===== config.mk =====
export PLATFORM = sky130hd
export DESIGN_NAME = spi_host_regs
export DESIGN_NICKNAME = d
export VERILOG_FILES = /design/src/rtl/spi_host_regs.sv
export SDC_FILE = /design/constraint.sdc
export NUM_CORES = 1
export LEC_CHECK = 0
export ABC_AREA = 1
export BUFFER_PORTS_ARGS = -buffer_cell sky130_fd_sc_hd__buf_4
export CAP_MARGIN = 0
export CORE_MARGIN = 1
export CORE_UTILIZATION = 55
export CTS_CLUSTER_DIAMETER = 200
export CTS_CLUSTER_SIZE = 28
export DETAILED_ROUTE_END_ITERATION = 12
export GPL_TIMING_DRIVEN = 0
export PLACE_DENSITY = 0.73
export SLEW_MARGIN = 20
export SYNTH_ARGS = -nofsm -noshare
export SYNTH_HDL_FRONTEND = slang
export SYNTH_SLANG_ARGS = --single-unit

===== constraint.sdc =====
create_clock -name clk -period 5 [get_ports clk]
set_input_delay 1 -clock clk [delete_from_list [all_inputs] [get_ports clk]]
set_output_delay 1 -clock clk [all_outputs]
set_load 0.1 [all_outputs]

===== src/rtl/spi_host_regs.sv =====
module spi_host_regs #(
  parameter int FIFO_DEPTH = 16
) (
  input  logic        clk,
  input  logic        rst_n,
  input  logic [1:0]  bus_addr,
  input  logic        bus_wr,
  input  logic        bus_rd,
  input  logic [31:0] bus_wdata,
  output logic [31:0] bus_rdata,
  output logic        spi_sclk,
  output logic        spi_mosi,
  input  logic        spi_miso,
  output logic [2:0]  spi_cs,
  output logic        irq
);
  localparam int PW = $clog2(FIFO_DEPTH);
  localparam int CW = PW + 1;
  localparam int RX_HIGH = (FIFO_DEPTH * 3) / 4;

  logic [1:0]  csel;
  logic        cpha, cpol, pol_all, active, en_done, en_rx;
  logic [2:0]  pol_line;
  logic [15:0] div;

  logic [7:0]    tx_mem [FIFO_DEPTH];
  logic [PW-1:0] tx_wp, tx_rp;
  logic [CW-1:0] tx_cnt;
  logic [7:0]    rx_mem [FIFO_DEPTH];
  logic [PW-1:0] rx_wp, rx_rp;
  logic [CW-1:0] rx_cnt;

  logic        busy, sclk_r;
  logic [3:0]  edge_cnt;
  logic [15:0] hcnt;
  logic [7:0]  txsh, rxsh;

  wire ctrl_wr = bus_wr && bus_addr == 2'd0;
  wire data_wr = bus_wr && bus_addr == 2'd1;
  wire div_wr  = bus_wr && bus_addr == 2'd2;
  wire data_rd = bus_rd && bus_addr == 2'd1;
  wire clr_tx  = ctrl_wr && bus_wdata[4];
  wire clr_rx  = ctrl_wr && bus_wdata[5];

  wire tx_empty = tx_cnt == '0;
  wire tx_full  = tx_cnt == CW'(FIFO_DEPTH);
  wire rx_empty = rx_cnt == '0;
  wire rx_full  = rx_cnt == CW'(FIFO_DEPTH);
  wire rx_high  = rx_cnt >= CW'(RX_HIGH);

  wire [15:0] half = (div[15:1] == 15'd0) ? 16'h8000 : {1'b0, div[15:1]};
  wire tick   = busy && hcnt == 16'd0;
  wire start  = active && !busy && !tx_empty && !rx_full;
  wire finish = tick && edge_cnt == 4'd15;
  wire [7:0] rx_byte = cpha ? {rxsh[6:0], spi_miso} : rxsh;

  wire tx_push = data_wr && !tx_full;
  wire tx_pop  = start;
  wire rx_push = finish && !rx_full;
  wire rx_pop  = data_rd && !rx_empty;

  wire done = active && tx_empty && !busy;

  logic unused_wbits;
  assign unused_wbits = ^{bus_wdata[31:24], bus_wdata[20:11], bus_wdata[8]};

  always_ff @(posedge clk or negedge rst_n) begin
    if (!rst_n) begin
      csel <= '0; cpha <= 1'b0; cpol <= 1'b0; pol_all <= 1'b0;
      active <= 1'b0; en_done <= 1'b0; en_rx <= 1'b0; pol_line <= '0;
      div <= '0;
    end else begin
      if (ctrl_wr) begin
        csel     <= bus_wdata[1:0];
        cpha     <= bus_wdata[2];
        cpol     <= bus_wdata[3];
        pol_all  <= bus_wdata[6];
        active   <= bus_wdata[7];
        en_done  <= bus_wdata[9];
        en_rx    <= bus_wdata[10];
        pol_line <= bus_wdata[23:21];
      end
      if (div_wr) div <= bus_wdata[15:0];
    end
  end

  always_ff @(posedge clk) begin
    if (tx_push) tx_mem[tx_wp] <= bus_wdata[7:0];
    if (rx_push) rx_mem[rx_wp] <= rx_byte;
  end

  always_ff @(posedge clk or negedge rst_n) begin
    if (!rst_n) begin
      tx_wp <= '0; tx_rp <= '0; tx_cnt <= '0;
    end else if (clr_tx) begin
      tx_wp <= '0; tx_rp <= '0; tx_cnt <= '0;
    end else begin
      if (tx_push) tx_wp <= (tx_wp == PW'(FIFO_DEPTH - 1)) ? '0 : tx_wp + 1'b1;
      if (tx_pop)  tx_rp <= (tx_rp == PW'(FIFO_DEPTH - 1)) ? '0 : tx_rp + 1'b1;
      tx_cnt <= tx_cnt + CW'(tx_push) - CW'(tx_pop);
    end
  end

  always_ff @(posedge clk or negedge rst_n) begin
    if (!rst_n) begin
      rx_wp <= '0; rx_rp <= '0; rx_cnt <= '0;
    end else if (clr_rx) begin
      rx_wp <= '0; rx_rp <= '0; rx_cnt <= '0;
    end else begin
      if (rx_push) rx_wp <= (rx_wp == PW'(FIFO_DEPTH - 1)) ? '0 : rx_wp + 1'b1;
      if (rx_pop)  rx_rp <= (rx_rp == PW'(FIFO_DEPTH - 1)) ? '0 : rx_rp + 1'b1;
      rx_cnt <= rx_cnt + CW'(rx_push) - CW'(rx_pop);
    end
  end

  always_ff @(posedge clk or negedge rst_n) begin
    if (!rst_n) begin
      busy <= 1'b0; sclk_r <= 1'b0; edge_cnt <= '0; hcnt <= '0;
      txsh <= '0; rxsh <= '0;
    end else if (!active) begin
      busy <= 1'b0;
    end else if (start) begin
      busy     <= 1'b1;
      hcnt     <= half - 16'd1;
      edge_cnt <= '0;
      txsh     <= tx_mem[tx_rp];
      sclk_r   <= cpol;
    end else if (busy) begin
      if (hcnt == 16'd0) begin
        hcnt   <= half - 16'd1;
        sclk_r <= ~sclk_r;
        if (edge_cnt[0] == cpha) rxsh <= {rxsh[6:0], spi_miso};
        if (edge_cnt[0] != cpha && edge_cnt != 4'd0) txsh <= {txsh[6:0], 1'b0};
        if (edge_cnt == 4'd15) busy <= 1'b0;
        else edge_cnt <= edge_cnt + 4'd1;
      end else begin
        hcnt <= hcnt - 16'd1;
      end
    end
  end

  assign spi_sclk = busy ? sclk_r : cpol;
  assign spi_mosi = busy & txsh[7];

  for (genvar i = 0; i < 3; i++) begin : g_cs
    wire lvl = pol_all | pol_line[i];
    assign spi_cs[i] = (active && csel == 2'(i)) ? lvl : ~lvl;
  end

  assign irq = (en_done & done) | (en_rx & rx_high);

  always_comb begin
    case (bus_addr)
      2'd0: bus_rdata = {8'd0, pol_line, rx_full, rx_high, !tx_full, !rx_empty, done,
                         5'd0, en_rx, en_done, 1'b0, active, pol_all, 2'b00,
                         cpol, cpha, csel};
      2'd1: bus_rdata = {24'd0, rx_empty ? 8'd0 : rx_mem[rx_rp]};
      2'd2: bus_rdata = {16'd0, div};
      default: bus_rdata = '0;
    endcase
  end
endmodule



# ---- Yosys cells after proc, flatten, opt, wreduce, memory -nomap -nowiden
# Memories as Yosys holds them, arrays and structs flattened.
# Index checks and enable logic that the tools add are counted.
# Widths: inputs -> output; s select.
dict set report classes {
  addsub 11
  n_mux 45
  eq_ne 14
  n_reduce_logical 44
  magnitude_cmp 1
  bitwise_logic 12
}
# cell count
set ops {}
lappend ops {{$pmux 24 s3} 1}
lappend ops {{$mux 16} 4}
lappend ops {{$mux 4} 16}
lappend ops {{$mux 8} 6}
lappend ops {{$sub 16x1->16 const B} 2}
lappend ops {{$add 4x1->4 const B} 5}
lappend ops {{$eq 4x4->1 const B} 5}
lappend ops {{$logic_and 1x1->1} 20}
lappend ops {{$logic_not 16->1} 1}
lappend ops {{$mux 1} 16}
lappend ops {{$logic_not 15->1} 1}
lappend ops {{$reduce_bool 2->1} 7}
lappend ops {{$add 5x1->5} 2}
lappend ops {{$eq 5x5->1 const B} 2}
lappend ops {{$logic_not 5->1} 2}
lappend ops {{$mux 5} 2}
lappend ops {{$sub 5x1->5} 2}
lappend ops {{$reduce_and 4->1} 2}
lappend ops {{$ge 5x4->1 const B} 1}
lappend ops {{$logic_not 1->1} 5}
lappend ops {{$not 1->1} 5}
lappend ops {{$reduce_and 5->1} 1}
lappend ops {{$eq 2x1->1 const B} 2}
lappend ops {{$eq 2x2->1 const B} 2}
lappend ops {{other kinds (9)} 15}
dict set report totals {
  out_inout_bits 38
  register_bits 91
  ram_bits 256
  n_memories 2
  elab_cells 150
}
# memory words width rd rd_ports_with_merged_regs write_ports line_no
set mem_list {}
lappend mem_list {rx_mem 16 8 1 0 1 29} ;# logic [7:0] rx_mem [FIFO_DEPTH];
lappend mem_list {tx_mem 16 8 1 0 1 26} ;# logic [7:0] tx_mem [FIFO_DEPTH];

# ---- Logic depth before layout (Yosys ltp)
# Gate-level depths: netlist (run 1).
dict set report logic_depth {
  word_depth 7
  ltp_mapped 18
}

# ---- Least setup slack after synthesis (run 1)
# No wires, ideal clock.
dict set report synth_path {
  path_kind {input -> output}
  from {input port bus_addr[1]}
  to {output port bus_rdata[10]}
  arrival_time_ns 3.042
  slack_ns 0.958
  stages 5
  required_time_ns 4.000
  path_buffers 1
  cell_sequence {inv_1 -> nor2_1 -> inv_1 -> clkbuf_1 -> o22ai_1}
}
dict set report synth_via {
  elab_chain_len 2
}
# item line_no
set synth_lines {}
lappend synth_lines {{from (decl)} 6} ;# input logic [1:0] bus_addr,
lappend synth_lines {{$eq 2x2->1, or another cell as far along} 153} ;# case (bus_addr)
lappend synth_lines {{$pmux 24 s3 (*)} 153}
lappend synth_lines {{to (decl)} 10} ;# output logic [31:0] bus_rdata,
# Mark *: on every way between the ends. The rest lies on a longest branch, timed or not.

# ---- Worst setup path in the final report (run 1)
dict set report layout_path {
  from {register rx_rp[0]}
  to {output port bus_rdata[3]}
}
dict set report layout_via {
  elab_chain_len 3
}
# item line_no
set layout_lines {}
lappend layout_lines {{from (decl)} 30} ;# logic [PW-1:0] rx_wp, rx_rp;
lappend layout_lines {{from (signal assigned)} 111} ;# if (rx_pop) rx_rp <= (rx_rp == PW'(FIFO_DEPTH - 1)) ? '0 : rx_rp + 1'b1;
lappend layout_lines {{$mem_v2 16x8} n/a}
lappend layout_lines {{$mux 8} 157} ;# 2'd1: bus_rdata = {24'd0, rx_empty ? 8'd0 : rx_mem[rx_rp]};
lappend layout_lines {{$pmux 24 s3} 153}
# Every way passes these cells.

==> results of run 1 <==
-- metal layers --
metal | GRT usage | part of all wire
met2 | 0.427 | 0.46
met5 | 0 | 0.00023
met1 | 0.389 | 0.43
met3 | 0.0372 | 0.081
met4 | 0.0867 | 0.029
-- final cells by class --
type / instances / area (µm²)
timing repair buffer: 60 / 462
fill: 2349 / 11200
inverter: 127 / 477
buffer: 76 / 398
sequential: 347 / 9960
tap: 384 / 480
multi-input combinational: 1047 / 5250
clock buffer: 27 / 463
clock inverter: 1 / 20.0
-- Yosys cell counts (all sizes together) --
cell type and number:
a31oi 2, inv 119, dfrtp 91, conb 1, o22ai 20, or2 13, clkbuf 34, buf 42
nand2 251, nand3 126, nor4 1, edfxtp 256, xor2 15, a211oi 1, xnor2 5, nor2 301
a221oi 1, a22oi 1, fa 2, mux2 1, o21a 1, a21oi 37, nand4 12, o211ai 36
o21ai 178, ha 29, clkinv 8, nor3 6
-- worst paths after layout --
path | startpoint | to | cells after the start
hold reg to reg | txsh[0] | txsh[0] | 2
min in group asynchronous | rst_n | hcnt[15] | 1
setup / recovery | rx_rp[0] | bus_rdata[3] | 10
setup reg to reg | tx_cnt[3] | tx_cnt[4] | 16
max in group asynchronous | rst_n | tx_cnt[1] | 1
hold / removal | txsh[0] | txsh[0] | 2
-- stage by stage --
step | utilization | hold slack [ns] | setup slack [ns] | cell area [µm²] | std cells
after floorplan | - | 0.434 | 0.958 | 16100 | 1597
after CTS | 0.610 | 0.488 | 1.23 | 17500 | 2069
final | 0.610 | 0.483 | 1.15 | 17500 | 2069
after global placement | 0.591 | 0.448 | 1.49 | 17000 | 2036
after detailed placement | 0.593 | 0.459 | 1.49 | 17000 | 2041
after global routing | 0.610 | 0.522 | 1.02 | 17500 | 2069
-- power by group --
part           total, mW  switching, mW  internal, mW
combinational       3.48           2.45          1.04
clock               1.56          0.900         0.656
sequential          3.58          0.224          3.36
total               8.62           3.57          5.05
-- worst max-delay path: cells and delay by family, from the launching register on --
kind,cells,cell delay (ns)
and+or+nand+nor,5,0.64
buffers and inverters,4,1.01
DFF,1,0.42
AOI/OAI and AO/OA,1,0.27
-- cell families after synthesis --
| group | after synthesis | synth area share |
|---|---|---|
| XOR/XNOR | 20 | 0.0109 |
| multiplexers | 1 | 0.000702 |
| AND/OR/NAND/NOR | 710 | 0.191 |
| flip-flops | 347 | 0.621 |
| AO/OA/AOI/OAI | 277 | 0.0965 |
| buffers and inverters | 203 | 0.0545 |
| other | 1 | 0.000234 |
| adder cells (fa/ha/maj) | 31 | 0.0251 |
-- sequential cells by signal (all words and copies together) (netlist names), 3 cells and up --
register  flops
rx_wp         4
tx_cnt        5
tx_rp         4
hcnt         16
rx_cnt        5
tx_wp         4
rx_mem      128
div          16
txsh          8
edge_cnt      4
rxsh          8
rx_rp         4
tx_mem      128
pol_line      3
==> results by group, run 1 <==
Clock tree
  • Clk root buf: clkbuf_16
  • PostCTS Resize Cnt: 0
  • Clock H-tree levels: 1
  • CTS hold repair buffers: 0
  • TritonCTS clock tree: yes
  • Clk_lat worst skew: 0.53 ns
  • Clock Sink Count: 347
  • CTS buffer count: 16
  • Max clock buf depth: 3
  • Clock transition at path regs: 0.12 ns
  • Postcts setup bufs: 0

STA
  • Final period util: 0.769
  • Slew @ Worst Pin: 1.04 ns
  • FMAX: 260 MHz
  • Rel. slew slack: 0.301
  • Final setup violation count: 0
  • RSZ-0062 raised after global routing: no
  • Final Hold Vio Count: 0
  • Post-route clock skew: 0.0396 ns
  • Min Tclk post-route: 3.85 ns
  • Max Slew Vio Count: 0
  • Final setup TNS: 0 ns

Global route
  • Grt ovf: 0
  • Initial antenna violation count: 1
  • Total GRT Usage: 0.270
  • First-pass GRT wire length: 62.6 mm
  • Number of global-route vias before repair: 11,400
  • Largest net degree at the start of global routing: 92

Floorplanning
  • Die ar.: 29,900 µm²
  • Die span in x: 173 µm
  • Core ar.: 28,700 µm²
  • Die Ht: 173 µm
  • Starting Density: 0.559
  • Num ports: 77
  • Standard-cell rows: 62

Worst setup path
  • Crit path cell chain: buf_2, inv_2, clkbuf_1, nor2_1, o211ai_1, nand3_1, nand3_1, nand2_1, nand2_1, buf_4
  • Critical Path AT: 2.85 ns
  • Flop2flop setup slack: 1.96 ns
  • Crit Path Category: register to output port
  • Worst Path Required: 4.00 ns
  • Slowest cell on the critical path: dfrtp_1
  • Startpoint class of the critical path: register
  • CP Max Fanout: 10
  • Critical Path Max Stage Delay: 0.42 ns
  • Crit. End Element: output port

Logic synthesis
  • Synth top area share: 0.479
  • Ranking of synthesized cells by area: edfxtp_1, dfrtp_1, nor2_1
  • Syn Area/Cell: 10.1 µm²
  • Yosys reg bits: 347
  • Largest area contributor in the netlist: edfxtp_1
  • Post-Synthesis Cells: 1,590
  • Ys Warns: 0
  • Sequential-to-total area share from yosys stat: 0.621
  • Distinct cell type count after synthesis: 45
  • Synthesized area: 16,100 µm²

Placed design
  • Port bufs: 55
  • Post-DP HPWL: 27.7 mm
  • RePlAce Congestion: 0.878

Finish
  • Most frequent cells in the layout: nor2_1, edfxtp_1, nand2_1, o21ai_0, nand3_1
  • Diodes inserted: 0
  • Commonest non-fill, non-tap cell in the layout: nor2_1
  • Layout cells sized above 1: 0.104
  • Layout Nets: 1,745
  • Layout area overhead: 9.14%

Drt
  • Vias per inst: 5.69
  • Drt initial violations: 1,384
  • Average wire per standard cell: 19.2 µm
  • Post-Route WL: 39.8 mm
  • Vias: 11,800
  • TritonRoute pass-1 iters: 5
  • Final ANT Viol Nets: 0
  • DRC errors left: 0

Power and ir drop
  • Static leakage: 7.05 nW
  • Overall power: 8.62 mW
  • P per Cell Area: 492 nW/µm²
  • VDD IR-drop max: 504 µV

Hold path
  • HP Class: register to register

Run status
  • Status: completed

Flow run
  • Max-cap violations: 0
No activity file was read; power rests on OpenSTA's default activity.
==> run 2: changes to the inputs <==
Clock period 5 ns to 3.67 ns, I/O delays scaled along.
==> run 2 against run 1 <==
Compared with the run above: die area is the same; routed wire length is essentially flat; first-iteration DRC count shrank 0.51%; clock power grew 36%; hold slack lost 0.21 ns; core utilization is essentially flat; global-route usage is the same; clock skew is essentially flat; sequential share of layout area is essentially flat; highest routed layer unchanged.
==> results by group, run 2 (synthesis results as in run 1) <==
Run status
  • Status: completed (unchanged)

Worst setup path
  • Startpoint class of the critical path: register (unchanged)
  • Critical Path Max Stage Delay: 0.44 ns (was 0.42 ns)
  • Slowest cell on the critical path: clkbuf_1 (was dfrtp_1)
  • Crit. End Element: output port (unchanged)
  • Critical Path AT: 2.78 ns (was 2.85 ns)
  • CP Max Fanout: 10 (unchanged)
  • Crit-path most repeated cell: nand2_1
  • Worst Path Required: 2.94 ns (was 4.00 ns)
  • Crit path cell chain: buf_2, inv_2, clkbuf_1, o21ai_0, o22ai_1, nand2_1, nand3_1, nand2_1, nand2_1, buf_4 (was buf_2, inv_2, clkbuf_1, nor2_1, o211ai_1, nand3_1, nand3_1, nand2_1, nand2_1, buf_4)
  • Crit Path Category: register to output port (unchanged)

Clock tree
  • Clock H-tree levels: 1 (unchanged)
  • CTS hold repair buffers: 0 (unchanged)
  • Clock Sink Count: 347 (unchanged)
  • Max clock buf depth: 3 (unchanged)
  • Postcts setup bufs: 0 (unchanged)
  • Clk root buf: clkbuf_16 (unchanged)
  • Clk_lat worst skew: 0.53 ns (about the same)
  • TritonCTS clock tree: yes (unchanged)
  • Clock transition at path regs: 0.12 ns (about the same)
  • CTS buffer count: 16 (unchanged)

Floorplanning
  • Die span in x: 173 µm (unchanged)
  • Starting Density: 0.559 (unchanged)
  • Num ports: 77 (unchanged)
  • Standard-cell rows: 62 (unchanged)
  • Die Ht: 173 µm (unchanged)
  • Die ar.: 29,900 µm² (unchanged)
  • Core ar.: 28,700 µm² (unchanged)

Placed design
  • RePlAce Congestion: 0.878 (unchanged)
  • Port bufs: 55 (unchanged)
  • Pre-CTS setup slack: 0.568 ns (was 1.49 ns)
  • Placed standard-cell area: 17,000 µm² (unchanged)
  • Post-DP HPWL: 27.7 mm (unchanged)

Finish
  • Area of the multi-input gates: 5250 µm² (unchanged)
  • Layout area overhead: 9.15% (was 9.14%)
  • Commonest non-fill, non-tap cell in the layout: nor2_1 (unchanged)
  • Diodes inserted: 0 (unchanged)
  • Layout Nets: 1,745 (unchanged)
  • Largest regs: rx_mem x128, tx_mem x128 (unchanged)
  • Layout cells sized above 1: 0.106 (was 0.104)
  • Final instance area: 17,500 µm² (about the same)
  • Most frequent cells in the layout: nor2_1, edfxtp_1, nand2_1, o21ai_0, nand3_1 (unchanged)
  • Area occupied by registers: 9960 µm² (unchanged)
  • Final Util: 0.610 (about the same)
  • Fillers: 2,349 (unchanged)

Global route
  • First-pass GRT wire length: 62.6 mm (unchanged)
  • Initial antenna violation count: 1 (unchanged)
  • Grt ovf: 0 (unchanged)
  • Number of global-route vias before repair: 11,400 (unchanged)
  • Total GRT Usage: 0.270 (unchanged)
  • Largest net degree at the start of global routing: 92 (unchanged)

STA
  • Final Hold Vio Count: 0 (unchanged)
  • RSZ-0062 raised after global routing: no (unchanged)
  • Worst Slack Setup Final: 0.152 ns (was 1.15 ns)
  • FMAX: 284 MHz
  • Final setup violation count: 0 (unchanged)
  • Slew @ Worst Pin: 1.05 ns (was 1.04 ns)
  • Min Tclk post-route: 3.52 ns
  • Final setup TNS: 0 ns (unchanged)
  • Max Slew Vio Count: 0 (unchanged)
  • Final period util: 0.959
  • Post-route clock skew: 0.0396 ns (about the same)
  • Rel. slew slack: 0.294 (was 0.301)

Power and ir drop
  • Internal Power: 6.88 mW (was 5.05 mW)
  • Switching Share: 0.414 (about the same)
  • Static leakage: 7.06 nW (was 7.05 nW)
  • P per Cell Area: 670 nW/µm² (was 492 nW/µm²)
  • Clk pwr share: 0.180 (was 0.181)
  • Sw Pwr: 4.86 mW (was 3.57 mW)
  • Overall power: 11.7 mW (was 8.62 mW)
  • Combinational share of power: 0.404 (about the same)
  • Sequential power share: 0.416 (was 0.415)
  • VDD IR-drop max: 687 µV (was 504 µV)

Flow run
  • Max-cap violations: 0 (unchanged)

Drt
  • Vias per inst: 5.69 (about the same)
  • Average wire per standard cell: 19.3 µm (was 19.2 µm)
  • TritonRoute pass-1 iters: 6 (was 5)
  • Drt initial violations: 1,377 (was 1,384)
  • DRC errors left: 0 (unchanged)
  • Final ANT Viol Nets: 0 (unchanged)
  • Post-Route WL: 39.8 mm (about the same)
  • Vias: 11,800 (about the same)

Hold path
  • HP Class: input pin to asynchronous set/reset pin (was register to register)
[run 2: cell counts in the layout (fill, tap and decap cells not counted)]
No cell type changed its count.
[run 2: worst max-delay path, delay by kind of cell (launching register included)]
| family | cells | cell delay [ns] |
|---|---|---|
| flops | 1 | 0.42 |
| buf+inv | 4 | 1.05 |
| compound gates | 2 | 0.41 |
| simple gates | 4 | 0.38 |
[run 2: layout make-up]
cell class	count	share of cell area
Buffer	76	0.0229
Clock buffer	27	0.0264
Clock inverter	1	0.00114
Inverter	127	0.0272
Multi-Input combinational cell	1047	0.300
Sequential cell	347	0.569
Tap cell	384	0.0274
Timing Repair Buffer	60	0.0264
[run 2: metal layers]
layer | up-vias | GRT usage | share of wire
met5 | - | 0 | 0.00023
met4 | 2 | 0.0867 | 0.028
met3 | 75 | 0.0372 | 0.079
met2 | 490 | 0.427 | 0.46
met1 | 5669 | 0.389 | 0.43
li1 | 5543 | - | -
[run 2: what timing repair did]
item,CTS,global route
endpoints found under the hold margin,0,0
setup endpoints to repair,0,3
gates resized for setup,0,4
[run 2: final timing paths]
| check | start | cells past startpoint | to | slack, ns |
|---|---|---|---|---|
| min in group clk | bus_wdata[9] | 3 | en_done | 0.44 |
| max in group asynchronous | rst_n | 1 | tx_cnt[1] | 2.81 |
| setup / recovery | rx_rp[0] | 10 | bus_rdata[0] | 0.15 |
| hold / removal | rst_n | 1 | hcnt[15] | 0.27 |
| hold reg to reg | txsh[0] | 2 | txsh[0] | 0.48 |
| setup reg to reg | tx_cnt[3] | 16 | tx_cnt[4] | 0.63 |
[run 2: power groups by stage]
stage	sequential (mW)	combinational, mW	clock (mW)
4_1_cts	4.87	4.68	2.13
5_1_grt	4.92	5.23	2.27
3_3_place_gp	4.95	4.53	0
2_1_floorplan	4.88	3.35	0
3_5_place_dp	4.95	4.67	0
6_report	4.88	4.74	2.12
[run 2: per-stage QoR]
step / hold slack (ns) / std cells
finish: 0.270 / 2069
global route: 0.341 / 2069
CTS: 0.309 / 2069
detailed placement: 0.459 / 2041
global placement: 0.448 / 2036
floorplan: 0.434 / 1597
==> run 3: changes to the inputs <==
Settings changed: SETUP_SLACK_MARGIN set to 0.2.
==> run 3 against run 2 <==
Compared with the run above: hold slack improved by 0.0037 ns; die area unchanged; fmax is 3.9% higher; routed wire length shrank 0.10%; largest cell class unchanged.
==> results by group, run 3 (synthesis results as in run 1) <==
Worst setup path
  • Worst Path Required: 2.94 ns (about the same)
  • Critical Path Max Stage Delay: 0.51 ns (was 0.44 ns)
  • Crit-path most repeated cell: nand2_1 (unchanged)
  • Stages on worst setup path: 9 (was 10)
  • Crit Path Category: register to output port (unchanged)
  • Crit. End Element: output port (unchanged)
  • Delay-heaviest family, CP: buffers and inverters (unchanged)
  • CP Max Fanout: 10 (unchanged)
  • Crit path cell chain: buf_2, clkbuf_1, nor2_1, o22ai_1, nand2_1, nand3_1, nand2_1, nand2_1, buf_6 (was buf_2, inv_2, clkbuf_1, o21ai_0, o22ai_1, nand2_1, nand3_1, nand2_1, nand2_1, buf_4)
  • Slowest cell on the critical path: clkbuf_1 (unchanged)
  • Startpoint class of the critical path: register (unchanged)
  • Critical Path AT: 2.65 ns (was 2.78 ns)
  • CP bufs+invs: 3 (was 4)
  • Worst R2R Path Depth: 16 (unchanged)
  • Flop2flop setup slack: 0.60 ns (was 0.63 ns)

STA
  • Worst Slack Setup Final: 0.285 ns (was 0.152 ns)
  • Final Hold Vio Count: 0 (unchanged)
  • Max Slew Vio Count: 0 (unchanged)
  • Slew @ Worst Pin: 1.04 ns (was 1.05 ns)
  • Min Tclk post-route: 3.39 ns (was 3.52 ns)
  • Rel. slew slack: 0.299 (was 0.294)
  • FMAX: 295 MHz (was 284 MHz)
  • Final period util: 0.922 (was 0.959)
  • Final setup TNS: 0 ns (unchanged)
  • Final setup violation count: 0 (unchanged)
  • Post-route clock skew: 0.0362 ns (was 0.0396 ns)
  • Worst hold slack: 0.273 ns (was 0.270 ns)
  • RSZ-0062 raised after global routing: yes (was no)

Clock tree
  • Max clock buf depth: 3 (unchanged)
  • Clock Sink Count: 347 (unchanged)
  • Clock H-tree levels: 1 (unchanged)
  • TritonCTS clock tree: yes (unchanged)
  • Clock transition at path regs: 0.12 ns (about the same)
  • Clk root buf: clkbuf_16 (unchanged)
  • CTS buffer count: 16 (unchanged)
  • Clk_lat worst skew: 0.52 ns (was 0.53 ns)

Drt
  • DRC errors left: 0 (unchanged)
  • Vias per inst: 5.71 (was 5.69)
  • TritonRoute pass-1 iters: 5 (was 6)
  • Average wire per standard cell: 19.2 µm (was 19.3 µm)
  • Drt initial violations: 1,372 (was 1,377)
  • Vias: 11,800 (about the same)
  • Post-Route WL: 39.8 mm (about the same)
  • Final ANT Viol Nets: 0 (unchanged)

Finish
  • Commonest non-fill, non-tap cell in the layout: nor2_1 (unchanged)
  • Final Util: 0.613 (was 0.610)
  • Finished Layout Cells: 2,069 (unchanged)
  • Fillers: 2,341 (was 2,349)
  • Area occupied by registers: 9960 µm² (unchanged)
  • Largest regs: rx_mem x128, tx_mem x128 (unchanged)
  • Layout cells sized above 1: 0.109 (was 0.106)
  • Most frequent cells in the layout: nor2_1, edfxtp_1, nand2_1, o21ai_0, nand3_1 (unchanged)
  • Layout Nets: 1,745 (unchanged)
  • Diodes inserted: 0 (unchanged)
  • Layout area overhead: 9.53% (was 9.15%)
  • Final instance area: 17,600 µm² (was 17,500 µm²)
  • Area of the multi-input gates: 5260 µm² (was 5250 µm²)

Floorplanning
  • Core ar.: 28,700 µm² (unchanged)
  • Standard-cell rows: 62 (unchanged)
  • Die ar.: 29,900 µm² (unchanged)
  • Starting Density: 0.559 (unchanged)
  • Die Ht: 173 µm (unchanged)
  • Die span in x: 173 µm (unchanged)
  • Num ports: 77 (unchanged)

Run status
  • Status: completed (unchanged)

Global route
  • Largest net degree at the start of global routing: 92 (unchanged)
  • First-pass GRT wire length: 62.6 mm (unchanged)
  • Initial antenna violation count: 0 (was 1)
  • Total GRT Usage: 0.270 (unchanged)
  • Number of global-route vias before repair: 11,400 (unchanged)
  • Grt ovf: 0 (unchanged)

Placed design
  • Port bufs: 55 (unchanged)
  • Pre-CTS setup slack: 0.568 ns (unchanged)
  • Post-DP HPWL: 27.7 mm (unchanged)
  • Placed insts: 2,041 (unchanged)
  • RePlAce Congestion: 0.878 (unchanged)
  • Placed standard-cell area: 17,000 µm² (unchanged)

Flow run
  • Max-cap violations: 0 (unchanged)

Power and ir drop
  • Overall power: 11.8 mW (was 11.7 mW)
  • P per Cell Area: 670 nW/µm² (about the same)
  • VDD IR-drop max: 605 µV (was 687 µV)
  • Static leakage: 7.09 nW (was 7.06 nW)

Hold path
  • HP Class: input pin to asynchronous set/reset pin (unchanged)
==> run 3: cell types whose count changed in the layout (fill, tap and decap cells not counted), sizes merged <==
cell	before	now
buf	102	101
clkbuf	61	62
==> run 3: layout make-up <==
class,count,share of cell area
Sequential cell,347,0.567
Multi-Input combinational cell,1047,0.299
Timing Repair Buffer,60,0.0289
Tap cell,384,0.0273
Inverter,127,0.0271
Clock buffer,27,0.0263
Buffer,76,0.0232
Clock inverter,1,0.00114
==> run 3: layer usage <==
metal / part of all wire / track usage
met5: 0 / 0
met3: 0.080 / 0.0372
met4: 0.029 / 0.0867
met2: 0.46 / 0.427
met1: 0.43 / 0.389
==> run 3: power by group <==
part           internal (mW)  leakage (nW)  switching [mW]
sequential              4.57          3.62           0.305
clock                  0.894         0.231            1.21
combinational           1.45          3.24            3.34
==> run 3: what timing repair did <==
item	4_1_cts	5_1_grt
hold buffers	0	0
buffers inserted	0	0
endpoints found under the setup margin	3	8
gates resized for setup	2	23
==> run 3: worst paths after layout <==
kind	start	endpoint
worst max register to register	tx_cnt[3]	tx_cnt[4]
max in group asynchronous	rst_n	tx_cnt[1]
min in group clk	bus_wdata[14]	div[14]
worst max-delay path	rx_rp[0]	bus_rdata[3]
worst min-delay path	rst_n	hcnt[15]
worst min register to register	txsh[0]	txsh[0]
==> run 3: worst register-to-register path: stages, from the launching register on <==
cell     delay (ns)
dfrtp_1        0.41
inv_1          0.08
ha_1           0.21
nand4_2        0.22
nand3_4        0.22
inv_2          0.05
buf_2          0.18
buf_4          0.20
ha_1           0.29
inv_1          0.04
ha_1           0.20
fa_1           0.38
nand2_1        0.10
a21oi_1        0.07
nor2_1         0.11
xor2_1         0.16
nor2_1         0.05
